--- config.mk ---
export PLATFORM = sky130hd
export DESIGN_NAME = sram_ctrl
export DESIGN_NICKNAME = d
export VERILOG_FILES = /design/src/rtl/sram_ctrl_pkg.sv /design/src/rtl/sram_ctrl_seq.sv /design/src/rtl/sram_ctrl_dpath.sv /design/src/rtl/sram_ctrl.sv
export SDC_FILE = /design/constraint.sdc
export NUM_CORES = 1
export LEC_CHECK = 0
export BUFFER_PORTS_ARGS = -buffer_cell sky130_fd_sc_hd__buf_2
export CORE_MARGIN = 3
export CORE_UTILIZATION = 30
export CTS_CLUSTER_DIAMETER = 200
export DETAILED_ROUTE_END_ITERATION = 10
export PLACE_DENSITY = 0.56
export SETUP_SLACK_MARGIN = 0.5
export SYNTH_ARGS = -nofsm -noshare
export SYNTH_HDL_FRONTEND = slang
export SYNTH_SLANG_ARGS = --single-unit
export TNS_END_PERCENT = 30
--- constraint.sdc ---
create_clock -name clk -period 3.8 [get_ports clk]
set_clock_uncertainty 0.05 [all_clocks]
set_input_delay 1.14 -clock clk [delete_from_list [all_inputs] [get_ports clk]]
set_output_delay 1.14 -clock clk [all_outputs]
set_load 0.1 [all_outputs]
--- src/rtl/sram_ctrl_pkg.sv ---
`timescale 1ns/1ps
package sram_ctrl_pkg;

    typedef enum logic [2:0] {
        ST_IDLE,
        ST_SETUP,
        ST_STROBE,
        ST_RECOVER,
        ST_DONE,
        ST_ACCESS,
        ST_CAPTURE
    } state_t;

    function automatic int imax(input int a, input int b);
        return (a > b) ? a : b;
    endfunction

endpackage

--- src/rtl/sram_ctrl_seq.sv ---
`timescale 1ns/1ps
module sram_ctrl_seq
    import sram_ctrl_pkg::*;
#(
    parameter int T_SETUP  = 1,
    parameter int T_PULSE  = 2,
    parameter int T_RECOV  = 1,
    parameter int T_ACCESS = 7,
    parameter int T_OFF    = 2,
    parameter int T_DSU    = 1,
    parameter bit KEEP_OE  = 1'b1
) (
    input  logic clk,
    input  logic rst_n,
    input  logic req,
    input  logic we,
    output logic accept,
    output logic capture,
    output logic ready,
    output logic sel,
    output logic oe_n,
    output logic we_n,
    output logic dq_oe
);

    localparam int STRETCH   = T_OFF + T_DSU + 1;
    localparam int PULSE_CYC = KEEP_OE ? imax(T_PULSE, STRETCH) : T_PULSE;
    localparam int MAXC      = imax(imax(T_SETUP, PULSE_CYC), imax(T_RECOV, T_ACCESS));
    localparam int CW        = $clog2(MAXC + 1);
    localparam int DRV_FROM  = KEEP_OE ? T_OFF : 0;

    localparam logic [CW-1:0] LD_SETUP  = CW'(T_SETUP - 1);
    localparam logic [CW-1:0] LD_PULSE  = CW'(PULSE_CYC - 1);
    localparam logic [CW-1:0] LD_RECOV  = CW'(T_RECOV - 1);
    localparam logic [CW-1:0] LD_ACCESS = CW'(T_ACCESS - 1);
    localparam logic [CW-1:0] DRV_LAST  = CW'(PULSE_CYC - 1 - DRV_FROM);

    typedef struct packed {
        state_t          st;
        logic [CW-1:0]   cnt;
    } seq_t;

    seq_t q, d;

    always_comb begin
        d       = q;
        accept  = 1'b0;
        capture = 1'b0;
        unique case (q.st)
            ST_IDLE: begin
                if (req) begin
                    accept = 1'b1;
                    if (we) begin
                        d.st  = ST_SETUP;
                        d.cnt = LD_SETUP;
                    end else begin
                        d.st  = ST_ACCESS;
                        d.cnt = LD_ACCESS;
                    end
                end
            end
            ST_SETUP: begin
                if (q.cnt == '0) begin
                    d.st  = ST_STROBE;
                    d.cnt = LD_PULSE;
                end else begin
                    d.cnt = q.cnt - 1'b1;
                end
            end
            ST_STROBE: begin
                if (q.cnt == '0) begin
                    d.st  = ST_RECOVER;
                    d.cnt = LD_RECOV;
                end else begin
                    d.cnt = q.cnt - 1'b1;
                end
            end
            ST_RECOVER: begin
                if (q.cnt == '0) d.st = ST_DONE;
                else             d.cnt = q.cnt - 1'b1;
            end
            ST_ACCESS: begin
                if (q.cnt == '0) begin
                    capture = 1'b1;
                    d.st    = ST_CAPTURE;
                end else begin
                    d.cnt = q.cnt - 1'b1;
                end
            end
            default: d.st = ST_IDLE;
        endcase
    end

    always_ff @(posedge clk or negedge rst_n) begin
        if (!rst_n) begin
            q.st  <= ST_IDLE;
            q.cnt <= '0;
        end else begin
            q <= d;
        end
    end

    always_comb begin
        sel   = (q.st == ST_SETUP) || (q.st == ST_STROBE) ||
                (q.st == ST_RECOVER) || (q.st == ST_ACCESS);
        we_n  = (q.st != ST_STROBE);
        oe_n  = !((q.st == ST_ACCESS) ||
                  (KEEP_OE && ((q.st == ST_SETUP) || (q.st == ST_STROBE))));
        dq_oe = ((q.st == ST_STROBE) && (q.cnt <= DRV_LAST)) ||
                (q.st == ST_RECOVER) ||
                (!KEEP_OE && (q.st == ST_SETUP));
        ready = (q.st == ST_DONE) || (q.st == ST_CAPTURE);
    end

endmodule

--- src/rtl/sram_ctrl_dpath.sv ---
`timescale 1ns/1ps
module sram_ctrl_dpath #(
    parameter int AW = 17,
    parameter int DW = 8
) (
    input  logic          clk,
    input  logic          rst_n,
    input  logic          accept,
    input  logic          capture,
    input  logic [AW-1:0] addr,
    input  logic [DW-1:0] wdata,
    input  logic [DW-1:0] mem_din,
    output logic [AW-1:0] mem_addr,
    output logic [DW-1:0] mem_dout,
    output logic [DW-1:0] rdata
);

    typedef struct packed {
        logic [AW-1:0] addr;
        logic [DW-1:0] wdat;
        logic [DW-1:0] rdat;
    } dp_t;

    dp_t q, d;

    always_comb begin
        d = q;
        if (accept) begin
            d.addr = addr;
            d.wdat = wdata;
        end
        if (capture) d.rdat = mem_din;
    end

    always_ff @(posedge clk or negedge rst_n) begin
        if (!rst_n) q <= '0;
        else        q <= d;
    end

    assign mem_addr = q.addr;
    assign mem_dout = q.wdat;
    assign rdata    = q.rdat;

endmodule

--- src/rtl/sram_ctrl.sv ---
`timescale 1ns/1ps
module sram_ctrl #(
    parameter int AW       = 17,
    parameter int DW       = 8,
    parameter int T_SETUP  = 1,
    parameter int T_PULSE  = 2,
    parameter int T_RECOV  = 1,
    parameter int T_ACCESS = 7,
    parameter int T_OFF    = 2,
    parameter int T_DSU    = 1,
    parameter bit KEEP_OE  = 1'b1
) (
    input  logic          clk,
    input  logic          rst_n,
    input  logic          req,
    input  logic          we,
    input  logic [AW-1:0] addr,
    input  logic [DW-1:0] wdata,
    output logic [DW-1:0] rdata,
    output logic          ready,
    output logic [AW-1:0] mem_addr,
    output logic [DW-1:0] mem_dout,
    input  logic [DW-1:0] mem_din,
    output logic          mem_dq_oe,
    output logic          mem_ce1_n,
    output logic          mem_ce2,
    output logic          mem_oe_n,
    output logic          mem_we_n
);

    logic accept, capture, sel;

    sram_ctrl_seq #(
        .T_SETUP (T_SETUP),
        .T_PULSE (T_PULSE),
        .T_RECOV (T_RECOV),
        .T_ACCESS(T_ACCESS),
        .T_OFF   (T_OFF),
        .T_DSU   (T_DSU),
        .KEEP_OE (KEEP_OE)
    ) u_seq (
        .clk    (clk),
        .rst_n  (rst_n),
        .req    (req),
        .we     (we),
        .accept (accept),
        .capture(capture),
        .ready  (ready),
        .sel    (sel),
        .oe_n   (mem_oe_n),
        .we_n   (mem_we_n),
        .dq_oe  (mem_dq_oe)
    );

    sram_ctrl_dpath #(
        .AW(AW),
        .DW(DW)
    ) u_dpath (
        .clk     (clk),
        .rst_n   (rst_n),
        .accept  (accept),
        .capture (capture),
        .addr    (addr),
        .wdata   (wdata),
        .mem_din (mem_din),
        .mem_addr(mem_addr),
        .mem_dout(mem_dout),
        .rdata   (rdata)
    );

    assign mem_ce1_n = !sel;
    assign mem_ce2   = sel;

endmodule

==> results.txt, run 1 <==
Total number of placement rows: 26. The clock passes through at most 2 buffers. Counting distinct cell types in the post-synthesis netlist gives 30.

The critical path is of the reg -> out type. For the global-route usage over all layers, the log shows 11.13%. The logs give 1611 µm for the met1 wire length and 1,203 for the via count of the first global-routing pass. In this run the clock root is driven by a clkbuf_8. In this run, post-CTS hold repair placed 0 buffers. Setup repair after global routing left no endpoint under its margin.

The clock reaches the later pin of the worst-skew pair after 0.28 ns. In the synthesized netlist, the cells that appear most often are 39 x dfrtp_1, 32 x mux2_2, 8 x nor2_1, 7 x nand2_1. The tools report the post-synth net total as 167.

The detailed router finished its first iteration with 30 violations. The most common cell in the synthesized netlist is dfrtp_1. The die is 81.67 µm wide. The initial utilization of the core area, before any placement, comes to 32.20%. Max-cap violations in this run came to 0.

In the final design database the tool counted 243 nets. Sum of overflow across all layers after global routing: 0. The number of warnings reported in the yosys synthesis log came out at 0.

Number of antenna violations at the first check in global routing: 0. The worst setup path is captured at an output port. Clock-pin slew on the worst setup and hold paths: 0.07 ns. The run gives 128 as the cell count after synthesis. The tools report the number of gates given a new drive strength after cts as 0.

After detailed routing, the number of remaining DRC violations is 0. The worst hold slack after final layout came out at 0.4523 ns. The worst pin sits at a relative slew slack of 41.74%. For the pin with the worst max-slew slack, the measured transition is 0.8740 ns. The signal on the critical path passes through nand2_1 > o21a_1 > inv_1 > buf_2.

Setup violations remaining at the end of the flow were counted as 0. STA puts the critical path data arrival time at 1.69 ns. Counting every sink on the clock net gives 39. The run finished with clean final reports. TritonCTS built the clock tree. Largest fanout of any net on the critical path: 14. Detailed placement finished with a half-perimeter wire length of 2726 µm.

The summed instance area of the synthesized netlist is 1718 µm², and the count of nets left with antenna violations after detail routing is 0. Counting flops with a built-in enable in the synthesized netlist gives 0. The share of async-settable or async-resettable flops after synthesis was 100.0%; the placer congestion estimate was 0.8893. The setup check on the worst reg-to-reg path leaves a slack of 1.72 ns.

Count of antenna diodes in the layout: 0. The number of clock buffers added by TritonCTS is 5. The worst reg2reg path depth works out to 5. In this run the top signal layer used is met4.

The met3 layer wire length in the routed design is 304 µm, and the final period demand of the worst path is 2.879 ns. In this run the critical register-to-register path is captured at u_dpath.rdata[2]$_DFFE_PN0P_. Based on the critical path, the design can be clocked at up to 347.3 MHz. In the post-synthesis netlist, the biggest area contributors are dfrtp_1 57%, mux2_2 21%, buf_6 2.0%. Port buffering added 75 buffers.

dfrtp_1 takes more of the synthesized area than any other cell. The worst hold path startpoint was u_dpath.rdata[1]$_DFFE_PN0P_. For this design, the slowest cell found on the critical path is dfrtp_1. The first-pass GRT wire length came out at 5678 µm.

In this design, the stage delay of the slowest critical-path cell is 0.60 ns. Sequential elements use 56.81% of the synthesized area. Data required time at the worst endpoint: 2.61 ns. The die is 81.67 µm tall.

The tools report the hold-critical path endpoint as u_dpath.rdata[1]$_DFFE_PN0P_. The mean instance size in the synthesized netlist was 13.42 µm²; the met2 wire length was 1658 µm. The layout-stage area growth over the synthesis result is 30.52%, and the count of boundary I/O pins is 76. The number of setup buffers added after CTS is 0. The tools report the setup TNS as 0 ns. Hold path depth: 1. In the synthesized netlist the dominant register cell turns out to be dfrtp_1. The number of synthesized register bits is 39, and the fraction of layout cells with a size suffix above 1 is 58.82%. STA classifies the critical path startpoint as a flip-flop. Via-per-instance ratio: 4.573.

The tools report the beginning of the worst register-to-register path as u_seq.q[1]$_DFFE_PN0P_. The final critical-path share of the clock period came out at 75.76%. The routed layout has 1,253 vias.

The first TritonRoute pass finished after 3 iterations. Entering global routing, the biggest net connects 40 pins. The tools report the core footprint as 5335 µm². Class of the tightest hold or removal check: reg -> reg. After detailed routing, the average wire length per cell comes to 13.31 µm.

For the hold violation count in the final report, the log shows 0. The run gives 6670 µm² as the floorplan die area. The clock tree synthesis step divided the H-tree into 2 levels. The wire length after detailed routing is 3646 µm, and the number of max-slew violations in the final report is 0. The area fraction of the dominant cell type after synthesis was 56.81%.
==> critical path, delay by kind of cell, from the launching register on <==
kind	cells	cell delay [ns]
flops	1	0.60
simple gates	1	0.17
compound gates	1	0.17
buf+inv	2	0.46
==> registers in the layout, summed over array words and instances, names as in the netlist <==
register,cells
u_dpath.mem_dout,8
u_dpath.mem_addr,17
u_seq.q,6
u_dpath.rdata,8
==> cell type report <==
cell class,count,area [µm²]
fillers,534,3093
flip-flops and latches,39,975.9
multi-input cells,79,681.9
repair buffers,76,382.9
well taps,70,87.58
clock buffers,6,72.57
clock inverters,1,30.03
inverters,3,11.26
==> cell usage in the layout (no fill, tap or decap), drive strengths merged <==
cell type and count:
mux2 33, nand2b 4, mux2i 1, a21boi 1, a211oi 1, o21a 1
ha 2, inv 3, nand2 7, nand3 2, o21bai 1, nor2b 3
bufinv 1, and3 1, a41oi 2, and2b 1, nor2 8, o21ai 1
nand4 1, a2bb2oi 2, a31o 1, o211ai 2, a21oi 1, nor3 3
dfrtp 39, buf 76, clkbuf 6
==> through the flow <==
stage	setup WS, ns	utilization [%]	cells	area, µm²
2_1_floorplan	0.4366	-	128	1722
6_report	0.9210	42.03	274	2242
3_3_place_gp	1.260	40.10	267	2140
5_1_grt	0.7936	42.03	274	2242
3_5_place_dp	1.221	40.10	267	2140
4_1_cts	0.8996	42.03	274	2242
==> metal layers <==
layer | up-vias | GRT usage (%)
met5 | - | 0
met4 | 0 | 4.983
met2 | 48 | 17.10
met1 | 600 | 14.49
li1 | 599 | -
met3 | 6 | 3.289
==> worst max-delay path by stage <==
stage / from / endpoint / slack (ns) / cells after the start
finish: u_seq.q[4]$_DFFE_PN0P_ / mem_ce1_n / 0.92 / 4
CTS: u_seq.q[4]$_DFFE_PN0P_ / mem_oe_n / 0.90 / 3
global route: u_seq.q[4]$_DFFE_PN0P_ / mem_ce1_n / 0.79 / 4
global placement: u_seq.q[4]$_DFFE_PN0P_ / mem_oe_n / 1.26 / 3
detailed placement: u_seq.q[4]$_DFFE_PN0P_ / mem_oe_n / 1.22 / 3
floorplan: u_seq.q[3]$_DFFE_PN0P_ / mem_ce1_n / 0.44 / 3
==> kinds of logic after synthesis <==
group                      after synthesis  synth area share (%)
adders and majority gates                2                 1.456
and+or+nand+nor                         30                 9.834
buffers and inverters                   10                 3.714
muxes                                   34                 22.43
DFF                                     39                 56.81
AOI/OAI and AO/OA                       13                 5.754
Power of run 1 is left out: the tool's default activity adds up to more than one toggle a clock period on the data nets, which glitch-free logic cannot reach.
==> run 2, diff against run 1 <==
==> constraint.sdc (replaced) <==
create_clock -name clk -period 2.7 [get_ports clk]
set_clock_uncertainty 0.05 [all_clocks]
set_input_delay 0.81 -clock clk [delete_from_list [all_inputs] [get_ports clk]]
set_output_delay 0.81 -clock clk [all_outputs]
set_load 0.1 [all_outputs]
==> run 2 against run 1 <==
Compared with the run above:
- count of clock-buffer cells in the layout did not move
- first-iteration DRC count fell by 37%
- register-to-register slack worse by 1.0 ns
- die area is the same
- wire length is 3.9% higher
- largest cell class unchanged
- highest routed layer unchanged
==> results.txt, run 2 (synthesis gave the netlist of run 1 again) <==
The run finished with clean final reports. The clock latency at the later pin of the worst-skew pair came out at 0.27 ns (was 0.28 ns). The total number of placement rows came out at 26 (unchanged).

The largest incremental delay on the critical path is 0.47 ns (was 0.60 ns). The logs give 1,272 (was 1,253) for the routed via count and 2 (unchanged) for the clock tree buffer depth. The floorplan die area is 6670 µm² (unchanged).

The number of port buffers was 75 (unchanged); the initial DRC count was 19 (was 30). Setup repair after global routing could not meet its margin everywhere. The height of the chip is 81.67 µm (unchanged). The total number of clock tree sinks came out at 39 (unchanged). Timing would allow up to 458.8 MHz. The worst path arrival time is 1.32 ns (was 1.69 ns), and the data required time at the worst endpoint is 1.84 ns (was 2.61 ns). The final critical-path share of the clock period is 80.73%. The count of nets left with antenna violations after detail routing is 0 (unchanged), and the average routed wire per standard cell is 13.35 µm (was 13.31 µm).

The width of the chip was 81.67 µm (unchanged); the sum of overflow across all layers after global routing was 0 (unchanged). The leading cell type in the layout, fill and taps excluded is buf_2 (unchanged). The initial core utilization was 32.20% (unchanged); the clock-pin slew on the worst setup and hold paths was 0.07 ns (about the same). The cell with the largest stage delay on the worst path is dfrtp_2 (was dfrtp_1). The count of antenna diodes in the layout was 0 (unchanged); the via count of the first global-routing pass was 1,200 (was 1,203).

The logs give 11.37% (was 11.13%) for the global-route usage over all layers and 0 (unchanged) for the number of max-slew violations in the final report. Highest-count cells in the layout ignoring fill and taps: 70 x buf_2, 36 x dfrtp_1, 32 x mux2_2, 12 x buf_4, 7 x nor2_1 (was 75 x buf_2, 39 x dfrtp_1, 32 x mux2_2, 8 x nor2_1, 7 x nand2_1). Actual transition at the worst max-transition pin: 0.4996 ns (was 0.8740 ns). Worst reg2reg path depth: 5 (unchanged).

End of the worst register-to-register path: u_dpath.rdata[4]$_DFFE_PN0P_ (was u_dpath.rdata[2]$_DFFE_PN0P_). The logs give 0.67 ns (was 1.72 ns) for the worst-case register-to-register setup slack and 66.62% (was 41.74%) for the worst slew slack as a fraction of its limit. The wire length after detailed routing is 3790 µm (was 3646 µm). H-tree depth reported by CTS: 2 (unchanged). The iteration count of the initial detailed-routing pass is 3 (unchanged).

The tools report the residual DRC count as 0 (unchanged). The logs give 0 (unchanged) for the hold violation count in the final report and 5335 µm² (unchanged) for the core footprint. The type of element launching the critical path was a flip-flop (unchanged).

The critical path buffer and inverter count works out to 1 (was 2). The first-pass GRT wire length was 5685 µm (was 5678 µm); the via-per-instance ratio was 4.479 (was 4.573). The total setup violations reported at the end of the flow was 0 (unchanged). Detailed-placement wirelength estimate: 2794 µm (was 2726 µm). TritonCTS built the clock tree. For the placer congestion estimate, the log shows 0.7994 (was 0.8893). The top cell family by delay on the critical path was flip-flops (unchanged). The flip-flop count of the largest register after layout was 17 (unchanged). Kind of capture point of the worst setup path: an output port (unchanged). The largest fanout of any net on the critical path was 8 (was 14). Maximum number of pins on one net before global-route repair: 27 (was 40). The master cell of the clock root buffer was clkbuf_8 (unchanged). CP cell instances: and2b_1 > a21oi_4 > buf_12 (was nand2_1 > o21a_1 > inv_1 > buf_2). For the total number of nets in the final design, the log shows 253 (was 243).

The layout-stage area growth over the synthesis result works out to 38.53% (was 30.52%). The class of the tightest hold or removal check is in -> async (was reg -> reg). The tools report the beginning of the worst register-to-register path as u_seq.q[1]$_DFFE_PN0P_ (unchanged). The tools report the first element of the critical path as u_seq.q[3]$_DFFE_PN0P_ (was u_seq.q[4]$_DFFE_PN0P_). The run gives 0 (unchanged) as the number of antenna violations at the first check in global routing.

The fraction of layout cells with a size suffix above 1 was 65.42% (was 58.82%); the total clock buffers created by CTS was 5 (unchanged). The final period demand of the worst path was 2.180 ns. For the count of boundary I/O pins, the log shows 76 (unchanged). The tools report the count of maximum capacitance violations as 0 (unchanged). Startpoint-to-endpoint class of the critical path: reg -> out (unchanged).

The tools report the setup TNS as 0 ns (unchanged).
==> run 2: changes by cell type in the layout (fill, tap and decap cells not counted), sizes merged <==
cell      before  now
buf           76   86
clkinv         0    1
clkinvlp       0    1
inv            3    2
bufinv         1    0
==> run 2: per-stage QoR <==
step           hold slack, ns  utilization, %  worst slack (ns)  std cells  cell area [µm²]
2_1_floorplan          0.4271               -            0.2878        128             1752
3_3_place_gp           0.4345           40.78            0.3998        268             2176
3_5_place_dp           0.4403           40.78            0.3965        268             2176
4_1_cts                0.3725           43.62            0.4449        279             2327
5_1_grt                0.3742           44.61            0.4682        284             2380
6_report               0.3703           44.61            0.5203        284             2380
==> run 2: layout make-up <==
class | count | area [µm²]
Tap cell | 70 | 87.58
Inverter | 3 | 15.01
Sequential cell | 39 | 979.7
Clock inverter | 1 | 5.005
Fill cell | 516 | 2955
Clock buffer | 6 | 82.58
Timing Repair Buffer | 86 | 498.0
Multi-Input combinational cell | 79 | 711.9
==> run 2: what timing repair did <==
| item | CTS | global route |
|---|---|---|
| setup buffers | 4 | 5 |
| gates resized for setup | 13 | 4 |
| endpoints found under the setup margin | 6 | 6 |
| cloned | 0 | 0 |
| hold endpoints to repair | 0 | 0 |
| hold buffers | 0 | 0 |
==> run 2: how the worst max path moves through the flow <==
stage / end / cells past startpoint
6_report: mem_oe_n / 3
5_1_grt: mem_dq_oe / 3
4_1_cts: mem_ce2 / 3
3_5_place_dp: mem_oe_n / 3
3_3_place_gp: mem_oe_n / 3
2_1_floorplan: mem_ce1_n / 4
==> run 2: worst reg2reg max path, stage by stage, from the launching register on <==
cell	delay [ns]
dfrtp_1	0.42
inv_1	0.12
ha_1	0.19
nor2b_1	0.44
and3_4	0.35
mux2_2	0.35
==> run 2: routing by layer <==
metal | vias up | part of all wire, % | global-route usage (%)
met5 | - | 0 | 0
met4 | 0 | 0.84 | 4.319
met3 | 2 | 5.8 | 2.851
met2 | 36 | 54 | 20.28
met1 | 611 | 39 | 13.07
li1 | 623 | - | -
Power of run 2 is left out for the same reason.
